**src/rtl/mulpipe_pkg.sv**
```systemverilog
package mulpipe_pkg;

    parameter int OPW = 8;

    localparam int PRODW = 2 * OPW;
    localparam int NSTG  = OPW + 1;

    typedef logic [OPW-1:0]   word_t;
    typedef logic [PRODW-1:0] prod_t;

    // Carry-save state of one in-flight operation between rows
    typedef struct packed {
        logic  vld;
        word_t mcand;
        word_t mplier;
        word_t sum;    // already shifted right by one: aligned to the next row
        word_t cry;    // carry vector, weight of column j plus one
        word_t lo;     // retired low product bits
    } stage_t;

    // One row of AND gates: multiplicand gated by a single multiplier bit
    function automatic word_t pp_row(word_t mc, logic mbit);
        return mc & {OPW{mbit}};
    endfunction

endpackage

```
**src/rtl/ma_full_adder.sv**
```systemverilog
module ma_full_adder (
    input  logic a,
    input  logic b,
    input  logic ci,
    output logic s,
    output logic co
);
    assign s  = a ^ b ^ ci;
    assign co = (a & b) | (ci & (a ^ b));
endmodule

```
**src/rtl/ma_csa_row.sv**
```systemverilog
module ma_csa_row #(
    parameter int W = 8
) (
    input  logic [W-1:0] x,
    input  logic [W-1:0] y,
    input  logic [W-1:0] z,
    output logic [W-1:0] s,
    output logic [W-1:0] c
);
    for (genvar j = 0; j < W; j++) begin : g_fa
        ma_full_adder u_fa (
            .a (x[j]),
            .b (y[j]),
            .ci(z[j]),
            .s (s[j]),
            .co(c[j])
        );
    end
endmodule

```
**src/rtl/ma_ripple_add.sv**
```systemverilog
module ma_ripple_add #(
    parameter int W = 8
) (
    input  logic [W-1:0] x,
    input  logic [W-1:0] y,
    output logic [W-1:0] sum,
    output logic         cout
);
    logic [W:0] chain;

    assign chain[0] = 1'b0;

    for (genvar j = 0; j < W; j++) begin : g_fa
        ma_full_adder u_fa (
            .a (x[j]),
            .b (y[j]),
            .ci(chain[j]),
            .s (sum[j]),
            .co(chain[j+1])
        );
    end

    assign cout = chain[W];
endmodule

```
**src/rtl/pipe_array_mult.sv**
```systemverilog
module pipe_array_mult
    import mulpipe_pkg::*;
(
    input  logic                 clk,
    input  logic                 rst,
    input  logic                 in_valid,
    input  logic [OPW-1:0]       mcand,
    input  logic [OPW-1:0]       mplier,
    output logic                 out_valid,
    output logic [PRODW-1:0]     product
);

    // Stages 0 .. OPW-1 hold carry-save state; one more register holds the result
    stage_t stg [OPW];
    stage_t nxt [OPW];

    // ---------------- stage 0: first partial-product row ----------------
    word_t pp0;
    assign pp0 = pp_row(mcand, mplier[0]);

    assign nxt[0] = '{vld:    in_valid,
                      mcand:  mcand,
                      mplier: mplier,
                      sum:    {1'b0, pp0[OPW-1:1]},
                      cry:    '0,
                      lo:     word_t'(pp0[0])};

    // ---------------- stages 1 .. OPW-1: one full-adder row each --------
    for (genvar i = 1; i < OPW; i++) begin : g_row
        word_t pp_i;
        word_t s_i;
        word_t c_i;

        assign pp_i = pp_row(stg[i-1].mcand, stg[i-1].mplier[i]);

        ma_csa_row #(.W(OPW)) u_row (
            .x(stg[i-1].sum),
            .y(pp_i),
            .z(stg[i-1].cry),
            .s(s_i),
            .c(c_i)
        );

        assign nxt[i] = '{vld:    stg[i-1].vld,
                          mcand:  stg[i-1].mcand,
                          mplier: stg[i-1].mplier,
                          sum:    {1'b0, s_i[OPW-1:1]},
                          cry:    c_i,
                          lo:     stg[i-1].lo | (word_t'(s_i[0]) << i)};

        AST_VALID_ADVANCE: assert property (@(posedge clk) disable iff (rst)
            stg[i-1].vld |=> stg[i].vld);
        AST_BUBBLE_ADVANCE: assert property (@(posedge clk) disable iff (rst)
            !stg[i-1].vld |=> !stg[i].vld);
    end

    always_ff @(posedge clk) begin
        if (rst) begin
            stg <= '{default: '0};
        end else begin
            stg <= nxt;
        end
    end

    // ---------------- final stage: carry-propagate merge ----------------
    word_t hi;
    logic  top_cout;

    ma_ripple_add #(.W(OPW)) u_cpa (
        .x   (stg[OPW-1].sum),
        .y   (stg[OPW-1].cry),
        .sum (hi),
        .cout(top_cout)
    );

    logic  vld_q;
    prod_t prod_q;
    word_t mc_q;
    word_t mp_q;

    always_ff @(posedge clk) begin
        if (rst) begin
            vld_q  <= 1'b0;
            prod_q <= '0;
            mc_q   <= '0;
            mp_q   <= '0;
        end else begin
            vld_q  <= stg[OPW-1].vld;
            prod_q <= {hi, stg[OPW-1].lo};
            mc_q   <= stg[OPW-1].mcand;
            mp_q   <= stg[OPW-1].mplier;
        end
    end

    assign out_valid = vld_q;
    assign product   = prod_q;

    // ---------------- assertions ----------------------------------------
    AST_NO_CARRY_OUT: assert property (@(posedge clk) disable iff (rst)
        stg[OPW-1].vld |-> !top_cout);
    AST_PRODUCT_EXACT: assert property (@(posedge clk) disable iff (rst)
        vld_q |-> (prod_q == PRODW'(mc_q) * PRODW'(mp_q)));
    AST_ZERO_OPERAND: assert property (@(posedge clk) disable iff (rst)
        (vld_q && (mc_q == '0 || mp_q == '0)) |-> (prod_q == '0));
    AST_LAST_ADVANCE: assert property (@(posedge clk) disable iff (rst)
        stg[OPW-1].vld |=> vld_q);
    AST_IDLE_NO_LAUNCH: assert property (@(posedge clk) disable iff (rst)
        !in_valid |=> !stg[0].vld);
    AST_RESET_CLEARS: assert property (@(posedge clk)
        rst |=> (!vld_q && !stg[0].vld));

endmodule

```
**config.mk**
```make
export PLATFORM = sky130hd
export DESIGN_NAME = pipe_array_mult
export DESIGN_NICKNAME = d
export VERILOG_FILES = /design/src/rtl/mulpipe_pkg.sv /design/src/rtl/ma_full_adder.sv /design/src/rtl/ma_csa_row.sv /design/src/rtl/ma_ripple_add.sv /design/src/rtl/pipe_array_mult.sv
export SDC_FILE = /design/constraint.sdc
export NUM_CORES = 1
export LEC_CHECK = 0
export BUFFER_PORTS_ARGS = -buffer_cell sky130_fd_sc_hd__buf_2
export CAP_MARGIN = 20
export CORE_MARGIN = 2
export CORE_UTILIZATION = 60
export CTS_BUF_LIST = sky130_fd_sc_hd__clkbuf_16
export DETAILED_ROUTE_END_ITERATION = 8
export GPL_TIMING_DRIVEN = 1
export HOLD_SLACK_MARGIN = 0.05
export PLACE_DENSITY = 0.9
export SETUP_SLACK_MARGIN = 0.05
export SYNTH_ARGS = -nofsm -noshare
export SYNTH_HDL_FRONTEND = slang
export SYNTH_SLANG_ARGS = --single-unit
export TNS_END_PERCENT = 30
```
**constraint.sdc**
```tcl
create_clock -name clk -period 3.92 [get_ports clk]
set_clock_uncertainty 0.2 [all_clocks]
set_input_delay 0.784 -clock clk [delete_from_list [all_inputs] [get_ports clk]]
set_output_delay 0.784 -clock clk [all_outputs]
set_load 0.05 [all_outputs]
```
==> flow_metrics.tcl <==
set metrics [dict create \
    syn_nets 711 \
    ys_seq_area_frac 0.617 \
    io_pins 36 \
    fillCellCount 908 \
    grt_pass1_vias 4156 \
    multi_input_area_um2 2960 \
    netlist_area_um2 8110 \
    drt_iter0_drc 182 \
    start_util 0.613 \
    post_cts.repair.setup_buffers 0 \
    syn_inst 636 \
    worst_ep_arrival_time_ns 3.86 \
    postPlaceCellArea_um2 8410 \
    power_density_nw_per_um2 506 \
    antenna_left 0 \
    crit_fanout 1 \
    num_vias 3966 \
    cap_violations 0 \
    cts_hold_buffers 0 \
    ys_types 11 \
    num_rows 42 \
    clockBufferDepth 3 \
    worst-setup-path-type "flip-flop to flip-flop" \
    num_antenna_cells 0 \
    cts_root_buffer "clkbuf_16" \
    clk_pin_slew_ns 0.06 \
    finalSetupViolCount 0 \
    synth_top_area_cell "dfxtp_1" \
    wl_per_cell_um 12.7 \
    worstSetupEndpointType "flip-flop" \
    hpwl_um 6430 \
    startpoint_type "flip-flop" \
    leakagePower_nw 3.97 \
    syn_avg_cell_area_um2 12.8 \
    worst_slew_pin_slew_ns 0.681 \
    die_area_um2 14500 \
    placed_cells 821 \
    clock-sinks 250 \
    layout_common_cells "dfxtp_1 (250), nor2b_1 (233), and2_1 (49)" \
    grt_util_all_layers 0.159 \
    final_area_um2 9050 \
    wl_um 10900 \
    final_nets 745 \
    final_util 0.684 \
    power_mw 4.58 \
    status "finished, final reports clean" \
    cts_made_buffers 23 \
    min_period_over_period 0.928 \
    regArea_um2 5000 \
    grt_overflow_total 0 \
    antenna_found_initial 0 \
    rsz0062_at_grt "no" \
    drc_errors 0 \
    ff2ff_setup_slack_ns 0.28 \
    final_common_cell "dfxtp_1" \
    max_clock_freq_mhz 275 \
    yosys.area.top_type_share 0.617 \
    final_layout_size_suffix_gt1_frac 0.0921 \
    die_y_um 120 \
    clock_latency_ns 0.50 \
    fin_cells 860 \
    core-area_um2 13200 \
    cts_tree "built" \
    slew_headroom 0.546 \
    synthTopCellsByArea "dfxtp_1 (62%), nor2b_1 (18%), fa_1 (12%)" \
    routabilityCongestion 0.693 \
    grt_max_degree 109 \
    grt_pass1_wl_um 18500 \
    period_minus_slack_ns 3.64 \
    cts_resized 0 \
    yosys_register_bits 250 \
    drv_slew 0 \
    area_growth_syn_to_layout_pct 11.6 \
    ir_drop_mv 0.404 \
    fin_tns_setup_ns 0 \
    yosysWarnings 0 \
    required_ns 4.14 \
    htree_levels 1 \
    vias_per_cell 4.61 \
    hold_class "flip-flop to flip-flop" \
    die_w_um 120 \
    numPortBuffers 35 \
    drtPass1Iterations 6 \
    hold_violations 0 \
]
-- cells by family after synthesis --
| logic type | count (synthesis) | synth area share |
|---|---|---|
| AND/OR/NAND/NOR | 299 | 0.235 |
| adder cells (fa/ha/maj) | 56 | 0.131 |
| buffers and inverters | 31 | 0.0179 |
| flip-flops | 250 | 0.617 |
-- sequential cells by signal, indices dropped and copies added (netlist names) --
signal	flops
product	16
nxt	91
out_valid	1
stg	142
-- power breakdown --
group          internal [mW]  total [mW]  switching (mW)
logic                 0.0370      0.0880          0.0510
registers               2.58        2.59          0.0154
clock network           1.06        1.90           0.846
total                   3.67        4.58           0.912
-- area by class of cell --
class | count | area share
Clock inverter | 16 | 0.00774
Tap cell | 176 | 0.0243
Clock buffer | 23 | 0.0636
Sequential cell | 250 | 0.553
Multi-Input combinational cell | 355 | 0.327
Timing Repair Buffer | 37 | 0.0231
Inverter | 3 | 0.00124
-- cells in the mapped netlist, drive strengths merged --
cell type    n
dfxtp      250
nor2b      233
and2        49
fa          48
buf         22
and3b       15
ha           8
clkbuf       6
inv          3
nor2         2
-- worst max-delay path: stages (launching register included) --
cell	delay [ns]
dfxtp_1	0.30
ha_1	0.21
fa_1	0.45
fa_1	0.47
fa_1	0.46
fa_1	0.46
fa_1	0.44
inv_1	0.10
fa_1	0.39
nor2_1	0.08
-- stage by stage --
stage,hold WS [ns],setup WS [ns]
5_1_grt,0.249,0.0872
3_3_place_gp,0.216,0.327
6_report,0.233,0.283
2_1_floorplan,0.214,0.423
3_5_place_dp,0.220,0.247
4_1_cts,0.234,0.237
-- final timing paths --
path | from | endpoint | cells after the start
hold reg to reg | stg[127] | stg[86] | 1
setup / recovery | stg[16] | product[14] | 9
hold / removal | stg[127] | stg[86] | 1
setup reg to reg | stg[16] | product[14] | 9
-- metal layers --
layer / track usage / wire [um] / up-vias
met5: 0 / 0 / -
met4: 0.0494 / 255 / 0
met3: 0.0349 / 506 / 24
met2: 0.324 / 6140 / 75
met1: 0.155 / 4000 / 1873
li1: - / - / 1994
Power figures use the tool's default switching activity.
